`src/rtl/uart_chctl_pkg.sv`:
```
package uart_chctl_pkg;

   localparam int STAT_W = 8;

   // encoded command codes, upper nibble of the command byte
   localparam logic [3:0] OP_NONE    = 4'd0;
   localparam logic [3:0] OP_PTR_CLR = 4'd1;
   localparam logic [3:0] OP_RX_RST  = 4'd2;
   localparam logic [3:0] OP_TX_RST  = 4'd3;
   localparam logic [3:0] OP_ERR_CLR = 4'd4;
   localparam logic [3:0] OP_BRK_CLR = 4'd5;

   // status register bit positions
   localparam int SB_RXRDY = 0;
   localparam int SB_FFULL = 1;
   localparam int SB_TXRDY = 2;
   localparam int SB_TXEMT = 3;
   localparam int SB_ERR_LO = 4;

   typedef struct packed {
      logic rx_on;
      logic rx_off;
      logic tx_on;
      logic tx_off;
      logic ptr_clr;
      logic rx_rst;
      logic tx_rst;
      logic err_clr;
      logic brk_clr;
   } chctl_cmd_t;

endpackage

```
`src/rtl/chctl_cmd_decode.sv`:
```
module chctl_cmd_decode
   import uart_chctl_pkg::*;
#(
   parameter int DW = 8
) (
   input  logic          cmd_wr,
   input  logic [DW-1:0] cmd_byte,
   output chctl_cmd_t    ctl
);
   localparam int LO_W = 4;

   logic [LO_W-1:0] lo_bits;
   logic [3:0]      op;

   assign lo_bits = cmd_byte[LO_W-1:0];
   assign op      = cmd_byte[7:4];

   always_comb begin
      ctl = '0;
      if (cmd_wr) begin
         ctl.rx_on  = lo_bits[0];
         ctl.rx_off = lo_bits[1];
         ctl.tx_on  = lo_bits[2];
         ctl.tx_off = lo_bits[3];
         unique case (op)
            OP_PTR_CLR: ctl.ptr_clr = 1'b1;
            OP_RX_RST:  ctl.rx_rst  = 1'b1;
            OP_TX_RST:  ctl.tx_rst  = 1'b1;
            OP_ERR_CLR: ctl.err_clr = 1'b1;
            OP_BRK_CLR: ctl.brk_clr = 1'b1;
            default:    ;
         endcase
      end
   end
endmodule

```
`src/rtl/chctl_mode_regs.sv`:
```
module chctl_mode_regs #(
   parameter int DW     = 8,
   parameter int N_MODE = 2
) (
   input  logic          clk,
   input  logic          rst_n,
   input  logic          acc_rd,
   input  logic          acc_wr,
   input  logic [DW-1:0] wdata,
   input  logic          ptr_clr,
   output logic [DW-1:0] rdata
);
   localparam int PW = (N_MODE > 1) ? $clog2(N_MODE) : 1;
   localparam logic [PW-1:0] PTR_LAST = PW'(N_MODE - 1);

   logic [PW-1:0] ptr_q;
   logic [DW-1:0] regs_q [N_MODE];

   generate
      if (N_MODE < 2) begin : g_bad_depth
         $error("chctl_mode_regs needs at least two mode registers");
      end
      for (genvar gi = 0; gi < N_MODE; gi++) begin : g_mreg
         always_ff @(posedge clk) begin
            if (!rst_n)
               regs_q[gi] <= '0;
            else if (acc_wr && ptr_q == PW'(gi))
               regs_q[gi] <= wdata;
         end
      end
   endgenerate

   always_ff @(posedge clk) begin
      if (!rst_n)
         ptr_q <= '0;
      else if (ptr_clr)
         ptr_q <= '0;
      else if ((acc_rd || acc_wr) && ptr_q != PTR_LAST)
         ptr_q <= ptr_q + 1'b1;
   end

   assign rdata = regs_q[ptr_q];

   AST_PTR_LEAVES_FIRST: assert property (@(posedge clk) disable iff (!rst_n)
      ((acc_rd || acc_wr) && !ptr_clr) |=> (ptr_q != '0));
endmodule

```
`src/rtl/chctl_status_core.sv`:
```
module chctl_status_core
   import uart_chctl_pkg::*;
(
   input  logic              clk,
   input  logic              rst_n,
   input  chctl_cmd_t        ctl,
   input  logic              rx_nonempty,
   input  logic              rx_full,
   input  logic [3:0]        err_evt,
   output logic [STAT_W-1:0] status,
   output logic              rx_en,
   output logic              tx_rdy,
   output logic              irq_txrdy,
   output logic              irq_rxrdy,
   output logic              irq_brk
);
   localparam int N_ERR = STAT_W - SB_ERR_LO;

   logic             rx_en_q;
   logic             txrdy_q, txemt_q, irq_tx_q;
   logic             rxrdy_q, ffull_q;
   logic [N_ERR-1:0] err_q;
   logic             brk_irq_q;

   // receiver enable: enable first, then disable, then encoded reset
   always_ff @(posedge clk) begin
      if (!rst_n)
         rx_en_q <= 1'b0;
      else if (ctl.rx_off || ctl.rx_rst)
         rx_en_q <= 1'b0;
      else if (ctl.rx_on)
         rx_en_q <= 1'b1;
   end

   // transmitter state
   always_ff @(posedge clk) begin
      if (!rst_n) begin
         txrdy_q  <= 1'b0;
         txemt_q  <= 1'b0;
         irq_tx_q <= 1'b0;
      end else if (ctl.tx_off || ctl.tx_rst) begin
         txrdy_q  <= 1'b0;
         txemt_q  <= 1'b0;
         irq_tx_q <= 1'b0;
      end else if (ctl.tx_on) begin
         txrdy_q  <= 1'b1;
         txemt_q  <= 1'b1;
         irq_tx_q <= 1'b1;
      end
   end

   // receive FIFO occupancy mirror
   always_ff @(posedge clk) begin
      if (!rst_n || ctl.rx_rst) begin
         rxrdy_q <= 1'b0;
         ffull_q <= 1'b0;
      end else begin
         rxrdy_q <= rx_nonempty;
         ffull_q <= rx_full;
      end
   end

   // sticky error flags: a new event wins over a clear in the same cycle
   generate
      for (genvar ge = 0; ge < N_ERR; ge++) begin : g_err
         always_ff @(posedge clk) begin
            if (!rst_n)
               err_q[ge] <= 1'b0;
            else if (err_evt[ge])
               err_q[ge] <= 1'b1;
            else if (ctl.err_clr)
               err_q[ge] <= 1'b0;
         end
      end
   endgenerate

   // break-change interrupt: raised only on a break not already flagged
   always_ff @(posedge clk) begin
      if (!rst_n)
         brk_irq_q <= 1'b0;
      else if (err_evt[N_ERR-1] && !err_q[N_ERR-1])
         brk_irq_q <= 1'b1;
      else if (ctl.brk_clr)
         brk_irq_q <= 1'b0;
   end

   always_comb begin
      status                          = '0;
      status[SB_RXRDY]                = rxrdy_q;
      status[SB_FFULL]                = ffull_q;
      status[SB_TXRDY]                = txrdy_q;
      status[SB_TXEMT]                = txemt_q;
      status[STAT_W-1:SB_ERR_LO]      = err_q;
   end

   assign rx_en     = rx_en_q;
   assign tx_rdy    = txrdy_q;
   assign irq_txrdy = irq_tx_q;
   assign irq_rxrdy = rxrdy_q;
   assign irq_brk   = brk_irq_q;

   AST_RX_DISABLE_WINS: assert property (@(posedge clk) disable iff (!rst_n)
      ctl.rx_off |=> !rx_en);
   AST_TX_ENABLE_SETS: assert property (@(posedge clk) disable iff (!rst_n)
      (ctl.tx_on && !ctl.tx_off && !ctl.tx_rst) |=>
         (status[SB_TXRDY] && status[SB_TXEMT] && irq_txrdy));
   AST_TX_RESET_CLEARS: assert property (@(posedge clk) disable iff (!rst_n)
      ctl.tx_rst |=> (!status[SB_TXRDY] && !status[SB_TXEMT] && !irq_txrdy));
   AST_RX_RESET_CLEARS: assert property (@(posedge clk) disable iff (!rst_n)
      ctl.rx_rst |=> (!rx_en && !status[SB_RXRDY] && !status[SB_FFULL] && !irq_rxrdy));
   AST_ERR_CLEAR_EMPTIES: assert property (@(posedge clk) disable iff (!rst_n)
      (ctl.err_clr && err_evt == '0) |=> (status[STAT_W-1:SB_ERR_LO] == '0));
   AST_BRK_CLEAR_DROPS: assert property (@(posedge clk) disable iff (!rst_n)
      (ctl.brk_clr && !err_evt[N_ERR-1]) |=> !irq_brk);
endmodule

```
`src/rtl/chctl_tx_path.sv`:
```
module chctl_tx_path #(
   parameter int DW     = 8,
   parameter bit TX_REG = 1'b1
) (
   input  logic          clk,
   input  logic          rst_n,
   input  logic          hold_wr,
   input  logic [DW-1:0] wdata,
   input  logic          tx_rdy,
   output logic          tx_valid,
   output logic [DW-1:0] tx_data
);
   logic accept;
   assign accept = hold_wr && tx_rdy;

   generate
      if (TX_REG) begin : g_reg
         logic          vld_q;
         logic [DW-1:0] dat_q;
         always_ff @(posedge clk) begin
            if (!rst_n) begin
               vld_q <= 1'b0;
               dat_q <= '0;
            end else begin
               vld_q <= accept;
               if (accept)
                  dat_q <= wdata;
            end
         end
         assign tx_valid = vld_q;
         assign tx_data  = dat_q;

         AST_TX_NEEDS_READY: assert property (@(posedge clk) disable iff (!rst_n)
            tx_valid |-> $past(tx_rdy));
      end else begin : g_comb
         assign tx_valid = accept;
         assign tx_data  = wdata;
      end
   endgenerate
endmodule

```
`src/rtl/uart_chctl.sv`:
```
module uart_chctl
   import uart_chctl_pkg::*;
#(
   parameter int DW      = 8,
   parameter int AW      = 2,
   parameter int N_MODE  = 2,
   parameter bit TX_REG  = 1'b1,
   parameter int A_MODE  = 0,
   parameter int A_STAT  = 1,
   parameter int A_CMD   = 2,
   parameter int A_HOLD  = 3
) (
   input  logic          clk,
   input  logic          rst_n,
   input  logic          bus_wr,
   input  logic          bus_rd,
   input  logic [AW-1:0] bus_addr,
   input  logic [DW-1:0] bus_wdata,
   output logic [DW-1:0] bus_rdata,
   input  logic          rx_nonempty,
   input  logic          rx_full,
   input  logic [3:0]    err_evt,
   output logic          rx_en,
   output logic          fifo_flush,
   output logic          tx_valid,
   output logic [DW-1:0] tx_data,
   output logic          irq_txrdy,
   output logic          irq_rxrdy,
   output logic          irq_brk
);
   localparam logic [AW-1:0] AD_MODE = AW'(A_MODE);
   localparam logic [AW-1:0] AD_STAT = AW'(A_STAT);
   localparam logic [AW-1:0] AD_CMD  = AW'(A_CMD);
   localparam logic [AW-1:0] AD_HOLD = AW'(A_HOLD);

   generate
      if (DW < STAT_W) begin : g_bad_dw
         $error("uart_chctl data width must hold the status byte");
      end
      if (AW < 2) begin : g_bad_aw
         $error("uart_chctl needs at least two address bits");
      end
   endgenerate

   logic              sel_mode, sel_cmd, sel_hold;
   chctl_cmd_t        ctl;
   logic [DW-1:0]     mode_rdata;
   logic [STAT_W-1:0] status;
   logic              tx_rdy;

   assign sel_mode = (bus_addr == AD_MODE);
   assign sel_cmd  = (bus_addr == AD_CMD);
   assign sel_hold = (bus_addr == AD_HOLD);

   chctl_cmd_decode #(.DW(DW)) u_dec (
      .cmd_wr   (bus_wr && sel_cmd),
      .cmd_byte (bus_wdata),
      .ctl      (ctl)
   );

   chctl_mode_regs #(.DW(DW), .N_MODE(N_MODE)) u_mode (
      .clk     (clk),
      .rst_n   (rst_n),
      .acc_rd  (bus_rd && sel_mode),
      .acc_wr  (bus_wr && sel_mode),
      .wdata   (bus_wdata),
      .ptr_clr (ctl.ptr_clr),
      .rdata   (mode_rdata)
   );

   chctl_status_core u_stat (
      .clk         (clk),
      .rst_n       (rst_n),
      .ctl         (ctl),
      .rx_nonempty (rx_nonempty),
      .rx_full     (rx_full),
      .err_evt     (err_evt),
      .status      (status),
      .rx_en       (rx_en),
      .tx_rdy      (tx_rdy),
      .irq_txrdy   (irq_txrdy),
      .irq_rxrdy   (irq_rxrdy),
      .irq_brk     (irq_brk)
   );

   chctl_tx_path #(.DW(DW), .TX_REG(TX_REG)) u_tx (
      .clk      (clk),
      .rst_n    (rst_n),
      .hold_wr  (bus_wr && sel_hold),
      .wdata    (bus_wdata),
      .tx_rdy   (tx_rdy),
      .tx_valid (tx_valid),
      .tx_data  (tx_data)
   );

   assign fifo_flush = ctl.rx_rst;

   always_comb begin
      bus_rdata = '0;
      if (bus_addr == AD_MODE)
         bus_rdata = mode_rdata;
      else if (bus_addr == AD_STAT)
         bus_rdata = DW'(status);
   end
endmodule

```
`config.mk`:
```
export PLATFORM = sky130hd
export DESIGN_NAME = uart_chctl
export DESIGN_NICKNAME = d
export VERILOG_FILES = /design/src/rtl/uart_chctl_pkg.sv /design/src/rtl/chctl_cmd_decode.sv /design/src/rtl/chctl_mode_regs.sv /design/src/rtl/chctl_status_core.sv /design/src/rtl/chctl_tx_path.sv /design/src/rtl/uart_chctl.sv
export SDC_FILE = /design/constraint.sdc
export NUM_CORES = 1
export LEC_CHECK = 0
export BUFFER_PORTS_ARGS = -buffer_cell sky130_fd_sc_hd__buf_2
export CORE_ASPECT_RATIO = 1.25
export CORE_MARGIN = 10
export CORE_UTILIZATION = 52
export DETAILED_ROUTE_END_ITERATION = 8
export HOLD_SLACK_MARGIN = 0.1
export PLACE_DENSITY = 0.79
export SYNTH_ARGS = -nofsm -noshare
export SYNTH_HDL_FRONTEND = slang
export SYNTH_SLANG_ARGS = --single-unit
```
`constraint.sdc`:
```
create_clock -name clk -period 1.9 [get_ports clk]
set_input_delay 0.095 -clock clk [delete_from_list [all_inputs] [get_ports clk]]
set_output_delay 0.095 -clock clk [all_outputs]
set_load 0.02 [all_outputs]
```
* Yosys cells after proc, flatten, opt, wreduce, memory -nomap -nowiden *
Memories as Yosys holds them, arrays and structs flattened. A register that Yosys moved wholly into a read port is not among the register bits.
Cells that the tools add are included.

word-level totals
  register bits after elaboration = 19
  bits in writable memories = 16
  input bits = 20
  output and inout port bits = 22
  logic and storage cells = 76
  memories = 1

operators by class
  $add $sub $neg = 1
  equality and inequality tests = 8
  multiplexer cells = 26
  bitwise operators = 4
  reductions and logical operators = 24

memories
  memory         words  bits a word  rd ports  clocked after memory_dff  wr ports  line                   text
  u_mode.regs_q  2      8            1         1                         2         chctl_mode_regs.sv:17  logic [DW-1:0] regs_q [N_MODE];

operators with widths
  cell                                                              count
  8-bit two-way mux                                                 4
  1-bit two-way mux                                                 21
  2-bit nonzero test                                                5
  1-bit logical AND                                                 9
  9-bit two-way mux                                                 1
  4-bit by 2-bit == test with 1-bit output (second input constant)  2
  4-bit by 3-bit == test with 1-bit output (second input constant)  2
  2-bit OR reduction                                                3
  2-bit == test (second input constant)                             2
  4-bit by 1-bit == test with 1-bit output (second input constant)  1
  1-bit logical OR                                                  4
  2-bit by 1-bit == test with 1-bit output (second input constant)  1
  1-bit logical NOT                                                 2
  2-bit logical NOT                                                 1
  1-bit inverter                                                    2
  1-bit bitwise OR                                                  2
  1-bit adder (second input constant)                               1

* Depth between registers and ports, before layout *
  depth after elaboration = 7
  mapped depth = 4
  mapped depth without buffers = 3

* Modules after synthesis *
A second synthesis with hierarchy kept.

unflattened totals
  cell total of the unflattened synthesis = 165
  area, all modules = 1791.7 µm²

by module, submodules not included
  module             instances  cells each  area an instance (µm²)  sequential area each (µm²)
  chctl_mode_regs    1          60          789.5                   520.5
  chctl_tx_path      1          40          389.1                   180.2
  chctl_status_core  1          31          367.9                   180.2
  uart_chctl         1          22          158.9                   0.0
  chctl_cmd_decode   1          12          86.3                    0.0

* Worst setup path before layout *
OpenSTA, ideal clock, no wires.

  path kind = reg2reg
  start point = register u_mode.ptr_q
  end point = memory u_mode.regs_q[0][0], enable pin
  setup time = 0.384 ns
  arrival time = 1.003 ns
  data required time = 1.516 ns
  slack = 0.513 ns
  cell stages (with the launch flop) = 2
  path buffers = 0
  period minus slack after synthesis = 1.387 ns
  cell sequence = dfxtp_1 -> o21ai_0

RTL lines
  item                    line                   text
  start, declared         chctl_mode_regs.sv:16  logic [PW-1:0] ptr_q;
  start signal, assigned  chctl_mode_regs.sv:39  ptr_q <= ptr_q + 1'b1;
  end, declared           chctl_mode_regs.sv:17

* Worst setup path in the final report *
  start point = input port bus_wdata[4]
  end point = output port fifo_flush

between the ends
  longest elaborated chain between the ends = 3

RTL lines
  item                                      line                    text
  start, declared                           uart_chctl.sv:18        input logic [DW-1:0] bus_wdata,
  4-bit by 2-bit == test with 1-bit output  chctl_cmd_decode.sv:25  unique case (op)
  1-bit two-way mux                         chctl_cmd_decode.sv:25
  9-bit two-way mux                         chctl_cmd_decode.sv:20  if (cmd_wr) begin
  end, declared                             uart_chctl.sv:24        output logic fifo_flush,

No other way between the ends.

==> results.md <==
- Status: completed
- Postcts setup bufs: 0
- Yosys reg bits: 36
- Syn Area/Cell: 10.58 um^2
- RSZ-0062 raised after global routing: false
- Hold buffer count at CTS: 14
- Site Rows: 22
- Hold_ws: 0.1535 ns
- Worst path slowest cell: dlygate4sd3_1
- Core footprint: 2973 um^2
- Placed cell count: 225
- Nets@finish: 230
- DR vias: 1,349
- IO Port Bufs: 41
- Ant. Diodes: 0
- All-Layer GR Usage: 14.29%
- CP most frequent cell: buf_2
- Post-CTS resize count: 0
- Crit path launch: bus_wdata[4]
- Clock sinks: 36
- Layout cells sized above 1: 28.44%
- Critical Path, Cell by Cell: dlygate4sd3_1 > buf_2 > nor4b_1 > nand2_1 > inv_1 > buf_2
- Power Internal: 1.071 mW
- Fin cells: 247
- Worst reg2reg endpoint: u_mode.regs_q[1][0]
- Worst EP required: 1.80 ns
- Metal3 WL: 304 um
- Clock slew at reported path FFs: 0.10 ns
- Worst-path maximum fanout: 11
- Clock buffer depth: 2
- Main flop type after synthesis: dfxtp_1
- Vias in the first global route: 1,372
- Dpl cell area: 1853 um^2
- Initial Util: 54.80%
- Max frequency: 0.5699 GHz
- Setup tns final: 0 ns
- Total gr overflow: 0
- Period minus WS final: 1.755 ns
- DR vias/cell: 5.462
- WL final: 3.955 mm
- # fillers: 240
- Number of max-cap violations: 0
- Die area: 5786 um^2
- Critical Path AT: 1.66 ns
- Pin count of the biggest net entering global routing: 24
- Post-synth EDFFs: 16
- Initial antenna violation count: 0
- Routability cong.: 0.7760
- Synthesized area: 1629 um^2
- Sw Pwr: 0.3613 mW
- Synth warn: 0
- Worst R2R Start: u_mode.ptr_q
- Clock Skew: 0.006113 ns
- Syn Nets: 174
- Setup CP Type: in -> out
- HPWL after detailed placement: 2.751 mm
- Slew at the pin closest to its max-slew limit: 0.5013 ns
- Pwr Density: 701.5 nW/um^2
- Worst r2r path cells: 2
- Area delta synth->final: 25.35%
- CTS Root Buffer Type: clkbuf_4
- WL/cell: 16.01 um
- Share of the synthesized area in the top cell type: 29.49%
- Crit path capture: fifo_flush
- Starting DRC count in detailed routing: 70
- CP endpoint kind: primary output
- Rel. slew slack: 66.11%
- Worst skew pair latency: 0.34 ns
- Final Hold Fails: 0
- Flop pwr share: 59.7%
- Fin crit share: 92.34%
- Slew Viols, Final: 0
- Reg2reg setup slack: 0.69 ns
- Overall Power: 1.432 mW
- Net Sw Frac: 25.22%
- Met2 wire len: 2.078 mm
- Commonest cells post-synth: 20 x dfxtp_1, 19 x nand2_1, 17 x and2_1, 16 x edfxtp_1, 12 x nor2_1
- Drt pass-1 iters: 4
- Logic pwr share: 13.6%
- Critical path launch point type: primary input
- Finished Cell Area: 2042 um^2
- Fraction of registers with async set/reset: 0%
- Most common cell in the netlist: dfxtp_1
- Synth area leader: edfxtp_1
- I/O pins: 42
- Synth unique cells: 31
- Top cells by area, synth: edfxtp_1 29%, dfxtp_1 25%, and2_1 6.5%
- Final setup viols: 0
- Routed metal-1 wirelength: 1.487 mm
- Die Span Y: 82.58 um
- Cts bufs inserted: 5
- DRC Markers: 0
- Global-route wire length before repair: 6.582 mm
- Post-Syn Instances: 154
- Width of the die: 70.06 um
- CTS tree: done
- Pleak: 0.9094 nW
- Top routing layer used: met4
- Register area share after synthesis: 54.07%
- Max stage delay on crit path: 0.53 ns
- H-tree levels: 2
- Clock Power Share: 26.7%
- Post-route ant nets: 0
- Min-delay worst type: in -> reg
- VDD IR max: 0.4986 mV
==> logic make-up after synthesis <==
| family | synth area share, % |
|---|---|
| buffers and inverters | 3.226 |
| AOI/OAI and AO/OA | 11.98 |
| DFF | 54.07 |
| and+or+nand+nor | 21.51 |
| muxes | 9.217 |
==> metrics by stage <==
| step | setup slack, ns | util, % |
|---|---|---|
| 2_1_floorplan | 0.5128 | - |
| 3_3_place_gp | 0.5696 | 62.33 |
| 3_5_place_dp | 0.4902 | 62.33 |
| 4_1_cts | 0.1446 | 68.69 |
| 5_1_grt | 0.01575 | 68.69 |
| 6_report | 0.1455 | 68.69 |
==> per-layer routing <==
| metal | up-vias | GRT usage, % |
|---|---|---|
| met5 | - | 0 |
| li1 | 650 | - |
| met3 | 12 | 6.205 |
| met1 | 641 | 15.01 |
| met2 | 46 | 24.95 |
| met4 | 0 | 5.731 |
==> worst max-delay path, delay by kind of cell <==
kind / cells / cell delay, ns
buffers and inverters: 4 / 0.94
AND/OR/NAND/NOR: 2 / 0.62
==> power by group through the flow <==
stage,registers (mW),clock network (mW),logic (mW)
2_1_floorplan,0.872,0,0.104
3_3_place_gp,0.871,0,0.165
3_5_place_dp,0.873,0,0.171
4_1_cts,0.855,0.386,0.193
5_1_grt,0.859,0.414,0.213
6_report,0.855,0.383,0.194
==> flip-flops by register name, indices dropped and copies added (netlist names), named ones only <==
register          flops
u_stat.irq_rxrdy      1
u_tx.tx_data          8
u_stat.status         4
u_stat.ffull_q        1
u_mode.regs_q        16
u_tx.tx_valid         1
u_mode.ptr_q          1
u_stat.rx_en          1
u_stat.tx_rdy         1
u_stat.irq_brk        1
==> worst min path at each step <==
stage | from | to | slack (ns) | cells past startpoint
after floorplan | bus_wdata[0] | u_tx.tx_data[0] | 0.24 | 2
after global placement | rx_nonempty | u_stat.irq_rxrdy | 0.33 | 2
after detailed placement | rx_nonempty | u_stat.irq_rxrdy | 0.33 | 2
after CTS | rst_n | u_stat.irq_brk | 0.15 | 2
after global routing | rst_n | u_stat.irq_brk | 0.18 | 2
final | rst_n | u_stat.irq_brk | 0.15 | 2
==> area by class of cell <==
class / count / area (um^2) / share of cell area, %
clock buffer: 7 / 45.04 / 2.206
tap: 36 / 45.04 / 2.206
inverter: 5 / 18.77 / 0.9191
sequential: 36 / 880.8 / 43.14
timing repair buffer: 56 / 352.8 / 17.28
clock inverter: 1 / 3.754 / 0.1838
multi-input combinational: 106 / 695.7 / 34.07
==> layout by cell type, fill, tap and decap left out, drive strengths merged, types with 2 or more instances in the layout <==
cell         netlist  final
a21boi             8      8
nor3b              2      2
o211a              2      2
nand2             19     19
edfxtp            16     16
dlygate4sd3        0     14
o21ai              6      6
nor2              12     12
and3b              2      2
and3               3      3
nor2b              2      2
dfxtp             20     20
inv                5      5
a31oi              5      5
and2              17     17
o21a               3      3
mux2i              6      6
mux2               8      8
buf                4     42
clkbuf             3      7
a21oi              3      3
No activity file was read; power rests on OpenSTA's default activity.
